==> src/rtl/sgb_pkg.sv <==
package sgb_pkg;
  typedef enum logic {
    STRIDE_W4 = 1'b0,
    STRIDE_W8 = 1'b1
  } stride_e;

  // number of byte-offset bits left unencoded for a stride mode
  function automatic int unsigned low_bits(stride_e m);
    return (m == STRIDE_W8) ? 3 : 2;
  endfunction
endpackage

==> src/rtl/sgb_encoder.sv <==
module sgb_encoder
  import sgb_pkg::*;
#(
  parameter int unsigned AW = 32
) (
  input  logic [AW-1:0] addr_i,
  input  stride_e       mode_i,
  output logic [AW-1:0] code_o
);
  localparam logic [AW-1:0] ONES = '1;

  logic [AW-1:0] low_mask;
  logic [AW-1:0] word_idx;
  logic [AW-1:0] gray_idx;

  always_comb begin
    low_mask = ~(ONES << low_bits(mode_i));
    word_idx = addr_i >> low_bits(mode_i);
    gray_idx = word_idx ^ (word_idx >> 1);
    code_o   = (gray_idx << low_bits(mode_i)) | (addr_i & low_mask);
  end
endmodule

==> src/rtl/sgb_decoder.sv <==
module sgb_decoder
  import sgb_pkg::*;
#(
  parameter int unsigned AW = 32
) (
  input  logic [AW-1:0] code_i,
  input  stride_e       mode_i,
  output logic [AW-1:0] addr_o
);
  localparam logic [AW-1:0] ONES = '1;

  // prefix XOR from the MSB down undoes g = b ^ (b >> 1)
  function automatic logic [AW-1:0] gray_to_bin(logic [AW-1:0] g);
    logic [AW-1:0] b;
    b[AW-1] = g[AW-1];
    for (int i = AW - 2; i >= 0; i--) b[i] = b[i+1] ^ g[i];
    return b;
  endfunction

  logic [AW-1:0] low_mask;
  logic [AW-1:0] bin_idx;

  always_comb begin
    low_mask = ~(ONES << low_bits(mode_i));
    bin_idx  = gray_to_bin(code_i >> low_bits(mode_i));
    addr_o   = (bin_idx << low_bits(mode_i)) | (code_i & low_mask);
  end
endmodule

==> src/rtl/sgb_popcount.sv <==
module sgb_popcount #(
  parameter int unsigned W = 32,
  localparam int unsigned CW = $clog2(W + 1)
) (
  input  logic [W-1:0]  vec_i,
  output logic [CW-1:0] cnt_o
);
  always_comb begin
    cnt_o = '0;
    for (int i = 0; i < W; i++) cnt_o = cnt_o + CW'(vec_i[i]);
  end
endmodule

==> src/rtl/sgb_bus_enc.sv <==
module sgb_bus_enc
  import sgb_pkg::*;
#(
  parameter int unsigned AW = 32,
  localparam int unsigned CW = $clog2(AW + 1)
) (
  input  logic          clk_i,
  input  logic          rst_ni,
  input  logic [AW-1:0] addr_i,
  input  logic          valid_i,
  input  logic          wide_i,
  output logic [AW-1:0] bus_o,
  output logic [AW-1:0] dec_addr_o,
  output logic [CW-1:0] toggles_o
);
  stride_e       mode_in;
  stride_e       mode_q;
  logic [AW-1:0] code_d;
  logic [AW-1:0] bus_q;
  logic [CW-1:0] flips_d;
  logic [CW-1:0] toggles_q;

  assign mode_in = stride_e'(wide_i);

  sgb_encoder #(.AW(AW)) u_enc (
    .addr_i (addr_i),
    .mode_i (mode_in),
    .code_o (code_d)
  );

  sgb_popcount #(.W(AW)) u_pop (
    .vec_i (bus_q ^ code_d),
    .cnt_o (flips_d)
  );

  always_ff @(posedge clk_i or negedge rst_ni) begin
    if (!rst_ni) begin
      bus_q     <= '0;
      mode_q    <= STRIDE_W4;
      toggles_q <= '0;
    end else if (valid_i) begin
      bus_q     <= code_d;
      mode_q    <= mode_in;
      toggles_q <= flips_d;
    end else begin
      toggles_q <= '0;
    end
  end

  sgb_decoder #(.AW(AW)) u_dec (
    .code_i (bus_q),
    .mode_i (mode_q),
    .addr_o (dec_addr_o)
  );

  assign bus_o     = bus_q;
  assign toggles_o = toggles_q;
endmodule

==> config.mk <==
export PLATFORM = sky130hd
export DESIGN_NAME = sgb_bus_enc
export DESIGN_NICKNAME = d
export VERILOG_FILES = /design/src/rtl/sgb_pkg.sv /design/src/rtl/sgb_encoder.sv /design/src/rtl/sgb_decoder.sv /design/src/rtl/sgb_popcount.sv /design/src/rtl/sgb_bus_enc.sv
export SDC_FILE = /design/constraint.sdc
export NUM_CORES = 1
export LEC_CHECK = 0
export ABC_AREA = 1
export BUFFER_PORTS_ARGS = -buffer_cell sky130_fd_sc_hd__buf_2
export CAP_MARGIN = 30
export CORE_UTILIZATION = 60
export DETAILED_ROUTE_END_ITERATION = 10
export GPL_TIMING_DRIVEN = 0
export PLACE_DENSITY = 0.86
export SYNTH_ARGS = -nofsm -noshare
export SYNTH_HDL_FRONTEND = slang
export SYNTH_SLANG_ARGS = --single-unit
==> constraint.sdc <==
create_clock -name clk_i -period 11.2 [get_ports clk_i]
set_clock_uncertainty 0.2 [all_clocks]
set_input_delay 2.24 -clock clk_i [delete_from_list [all_inputs] [get_ports clk_i]]
set_output_delay 2.24 -clock clk_i [all_outputs]
set_load 0.01 [all_outputs]
### Word level (Yosys, flattened, before mapping)

Index checks and enable logic that the tools add are counted.

| storage, ports and cells | value |
|---|---|
| flip-flop bits (word level) | 39 |
| bits of input ports | 36 |
| output and inout bits | 70 |
| word-level logic and storage cells | 82 |

| operators by class | value |
|---|---|
| $add $sub $neg | 31 |
| shift operators | 6 |
| mux-type cells | 3 |
| bitwise operators | 39 |

Operator list:

| cell | count |
|---|---|
| 6-bit by 1-bit adder with 6-bit output | 30 |
| 32-bit AND | 2 |
| 32-bit inverter | 2 |
| 32-bit OR | 2 |
| 32-bit by 32-bit << shifter with 32-bit output | 2 |
| 32-bit by 32-bit << shifter with 32-bit output, first input constant | 2 |
| 32-bit by 32-bit right shift with 32-bit output | 2 |
| 32-bit by 31-bit bitwise XOR with 32-bit output | 1 |
| 32-bit bitwise XOR | 1 |
| 1-bit bitwise XOR | 31 |
| 6-bit two-way mux | 1 |
| 1-bit by 1-bit adder with 2-bit output | 1 |
| 1-bit two-way mux | 2 |

### Logic depth before layout (Yosys ltp)

| depth | value |
|---|---|
| word-level depth | 38 |
| gate-level depth with buffers | 43 |
| mapped depth without buffers | 42 |

### Modules after synthesis

From an unflattened synthesis, not the netlist that was laid out.

| unflattened totals | value |
|---|---|
| cells, all modules | 1037 |
| area, all modules | 5861.9 sq um |

By module, submodules not included:

| module | times used | cells an instance | area an instance (sq um) | sequential area each (sq um) |
|---|---|---|---|---|
| sgb_bus_enc | 1 | 318 | 2040.7 | 975.9 |
| sgb_decoder | 1 | 301 | 1555.2 | 0.0 |
| sgb_encoder | 1 | 311 | 1337.5 | 0.0 |
| sgb_popcount | 1 | 107 | 928.4 | 0.0 |

### Worst setup path after synthesis

No wires, ideal clock.

| timing | value |
|---|---|
| kind | input to register |
| from | in wide_i |
| to | reg toggles_q[4] (netlist: toggles_o[4]) |
| library setup time | 0.132 ns |
| arrival | 7.883 ns |
| data required time | 10.868 ns |
| slack | 2.986 ns |
| stages on the path | 23 |
| cell sequence | buf_1 -> inv_1 -> nand2_1 -> nand2_1 -> xnor2_1 -> nand2_1 -> o21ai_0 -> xor2_1 -> fa_1 -> fa_1 -> inv_1 -> fa_1 -> inv_1 -> fa_1 -> fa_1 -> fa_1 -> inv_1 -> fa_1 -> fa_1 -> nor3_1 -> a211oi_1 -> xor2_1 -> nor2_1 |

| on the way | value |
|---|---|
| longest elaborated chain between the ends | 38 |
| elaborated cells between the ends (all ways) | 41 |

Ends and longest elaborated chain:

| what | RTL line | RTL |
|---|---|---|
| start, declared | sgb_bus_enc.sv:11 | `input logic wide_i,` |
| 1-bit two-way mux * | sgb_pkg.sv:9 | `return (m == STRIDE_W8) ? 3 : 2;` |
| 32-bit by 32-bit right shift with 32-bit output / 32-bit by 32-bit << shifter with 32-bit output (equally long branches) | sgb_encoder.sv:18, sgb_encoder.sv:17 |  |
| 32-bit by 31-bit bitwise XOR with 32-bit output / 32-bit inverter (equally long branches) | sgb_encoder.sv:19, sgb_encoder.sv:17 |  |
| 32-bit by 32-bit << shifter with 32-bit output / 32-bit AND (equally long branches) | sgb_encoder.sv:20 | `code_o = (gray_idx << low_bits(mode_i)) \| (addr_i & low_mask);` |
| 32-bit OR * | sgb_encoder.sv:20 |  |
| 32-bit bitwise XOR * | sgb_bus_enc.sv:32 | `.vec_i (bus_q ^ code_d),` |
| 1-bit by 1-bit adder with 2-bit output | sgb_popcount.sv:10 | `for (int i = 0; i < W; i++) cnt_o = cnt_o + CW'(vec_i[i]);` |
| 6-bit by 1-bit adder with 6-bit output (29 in series) | sgb_popcount.sv:10 |  |
| 6-bit by 1-bit adder with 6-bit output * | sgb_popcount.sv:10 |  |
| 6-bit two-way mux * | sgb_bus_enc.sv:41 | `end else if (valid_i) begin` |
| end signal, assigned | sgb_bus_enc.sv:44 | `toggles_q <= flips_d;` |
| end, declared | sgb_bus_enc.sv:21 | `logic [CW-1:0] toggles_q;` |

Every way passes the cells marked *; elsewhere a longest branch is shown, timed or not.
A chain may end at the register's enable or synchronous reset.

### Worst setup path after layout

Same ends and word-level chain as after synthesis.

==> metrics.txt <==
status=completed; Synth area leader=dfrtp_1; # setup viols final=0; total number of vias=4609; Compound-Gate Fraction of Synth Area=14.9%; Post-Syn Instances=633; Fin Setup TNS=0 ps; clock sink count=39; area share of the largest cell type after synthesis=21.5%; Synth Area in Adders=12.8%; slack of the worst reg-to-reg path=5190 ps; R2R cell count=15; design area=0.00530 mm²; Layout area overhead=16.4%; setup bufs post-CTS=0; Worst-Margin Slew=871 ps; Initial Utilization=62.4%; GRT Util Overall=30.8%; TritonCTS buffer count=5; HP Start=bus_o[4]; GRT overflow=0; max_slew headroom=41.9%; kind of critical path=primary input to register; WL per Instance=13.9 µm; I/O Pins=106; worst-skew pair later-pin latency=300 ps; Total Wirelength=11800 µm; Post-synth top cells=nand2_1 (126), o21ai_0 (80), inv_1 (73); row count=31; period utilisation layout=77.2%; Synth Area in XOR/XNOR=11.9%; H-tree Lvls=2; Final nets=812; Synth Area in Simple Gates=26.4%; syn_nets=701; initial DRC count=340; PortBufs=104; synth unique cells=29; Final Hold Viols=0; CTS tree=built; Setup WS post-layout=2550 ps; largest net degree at the start of global routing=40; max-cap violations=0; router iterations before antenna repair=5; pre-CTS setup slack=2270 ps; clock root cell=clkbuf_8; synthesis-stage register bit count=39; CORE AREA=0.00729 mm²; mux contribution to synthesized area=3.08%; CTS Buffer Depth=2; CP Data Required Time=11170 ps; vias in the first global route=4100; minimum clock period=8650 ps; Die Wd=89.1 µm; HPWL Detailed=9720 µm; Avg Cell Area, Syn=7.19 µm²; # DRC=0; Worst Path Max Fanout=10; Die Y=89.1 µm; first-pass GRT wire length=18800 µm; DP Area=0.00519 mm²; hold path endpoint=bus_o[4]; Max Fclk=116 MHz; GP Congestion=0.905; largest family of logic cells by synthesized area=simple AND/OR/NAND/NOR gates; number of routed nets with antenna violations=0; layout cells sized above 1=21.3%; class of the worst hold path=register to register; Die ar.=0.00793 mm²; number of synthesized flops with an enable pin=0; CTS resizes=0; Primary FF master, synth=dfrtp_1; ant diodes=0; final design utilization=72.6%; Post-synth ARST share=100%; hold depth=2; Setup crit start kind=primary input; Post-CTS Hold Buffers=0; vias per std cell=5.46; Clock transition at path regs=80 ps; Worst Setup End Kind=register; fin. max-slew vios=0; YS warnings=0; Synth area leaders=dfrtp_1 (21%), fa_1 (11%), nand2_1 (10%), o21ai_0 (8.8%), xor2_1 (8.7%); antenna violations before repair=0; r2r startpoint=bus_o[0]; Worst EP arrival=8610 ps; Crit Reg-Reg Endpoint=toggles_o[4]; most frequent cell after synthesis=nand2_1; Mapped Area=0.00455 mm²; Seq/Total Area, Yosys=21.5%; setup repair after global routing missed its margin=no
## cell type report
class                           count  area (µm²)
Tap cell                           99         124
Buffer                             30         130
Timing Repair Buffer              104         520
Multi-Input combinational cell    486        3140
Clock inverter                      1        7.51
Fill cell                         587        1990
Inverter                           78         300
Sequential cell                    39         976
Clock buffer                        7        96.3
## logic make-up after synthesis
logic type / Yosys count
AND/OR/NAND/NOR: 247
AO/OA/AOI/OAI: 131
buffers and inverters: 108
XOR/XNOR: 62
flip-flops: 39
adder cells (fa/ha/maj): 32
multiplexers: 14
## cells in the final DEF, fill, tap and decap left out, drive strengths merged
cell type / Yosys / routed
clkbuf: 15 / 22
fa: 24 / 24
nand2: 145 / 145
clkinv: 1 / 1
a211oi: 2 / 2
mux2i: 14 / 14
o21ai: 102 / 102
a21oi: 13 / 13
buf: 15 / 119
a31oi: 14 / 14
clkinvlp: 0 / 1
nand3b: 1 / 1
nor2: 9 / 9
xor2: 45 / 45
nor3: 1 / 1
ha: 8 / 8
nand3: 91 / 91
dfrtp: 39 / 39
xnor2: 17 / 17
inv: 77 / 77
## critical path, cell delays in order
cell	delay [ps]
buf_1	410
inv_1	260
clkbuf_1	270
o21ai_0	450
xor2_1	240
fa_1	480
fa_1	550
inv_1	50
fa_1	500
inv_1	60
fa_1	470
fa_1	550
fa_1	570
inv_1	60
fa_1	490
fa_1	440
nor3_1	210
a211oi_1	80
xor2_1	150
nor2_1	50
## layer usage
layer	track usage (%)	routed length (µm)
met1	41.4	5180
met2	52.7	5660
met3	3.42	665
met4	9.67	267
met5	0	0
## registers in the layout (all words and copies together), names as in the netlist
signal     cells
toggles_o      6
bus_o         32
mode_q         1
## worst max-delay path by stage
| stage | start | endpoint | slack, ps | depth (start not counted) |
|---|---|---|---|---|
| 3_5_place_dp | wide_i | toggles_o[4] | 2270 | 20 |
| 6_report | wide_i | toggles_o[4] | 2550 | 20 |
| 4_1_cts | wide_i | toggles_o[4] | 2570 | 20 |
| 2_1_floorplan | wide_i | toggles_o[4] | 2990 | 23 |
| 3_3_place_gp | wide_i | toggles_o[4] | 2410 | 20 |
| 5_1_grt | wide_i | toggles_o[4] | 2260 | 23 |
## per-stage QoR
stage	instances	hold slack [ps]
floorplan	633	336
global placement	836	299
detailed placement	836	305
CTS	844	334
global route	844	363
finish	844	334
Power is left out: the tool's default activity adds up to more than one toggle a clock period on the data nets, which glitch-free logic cannot reach.
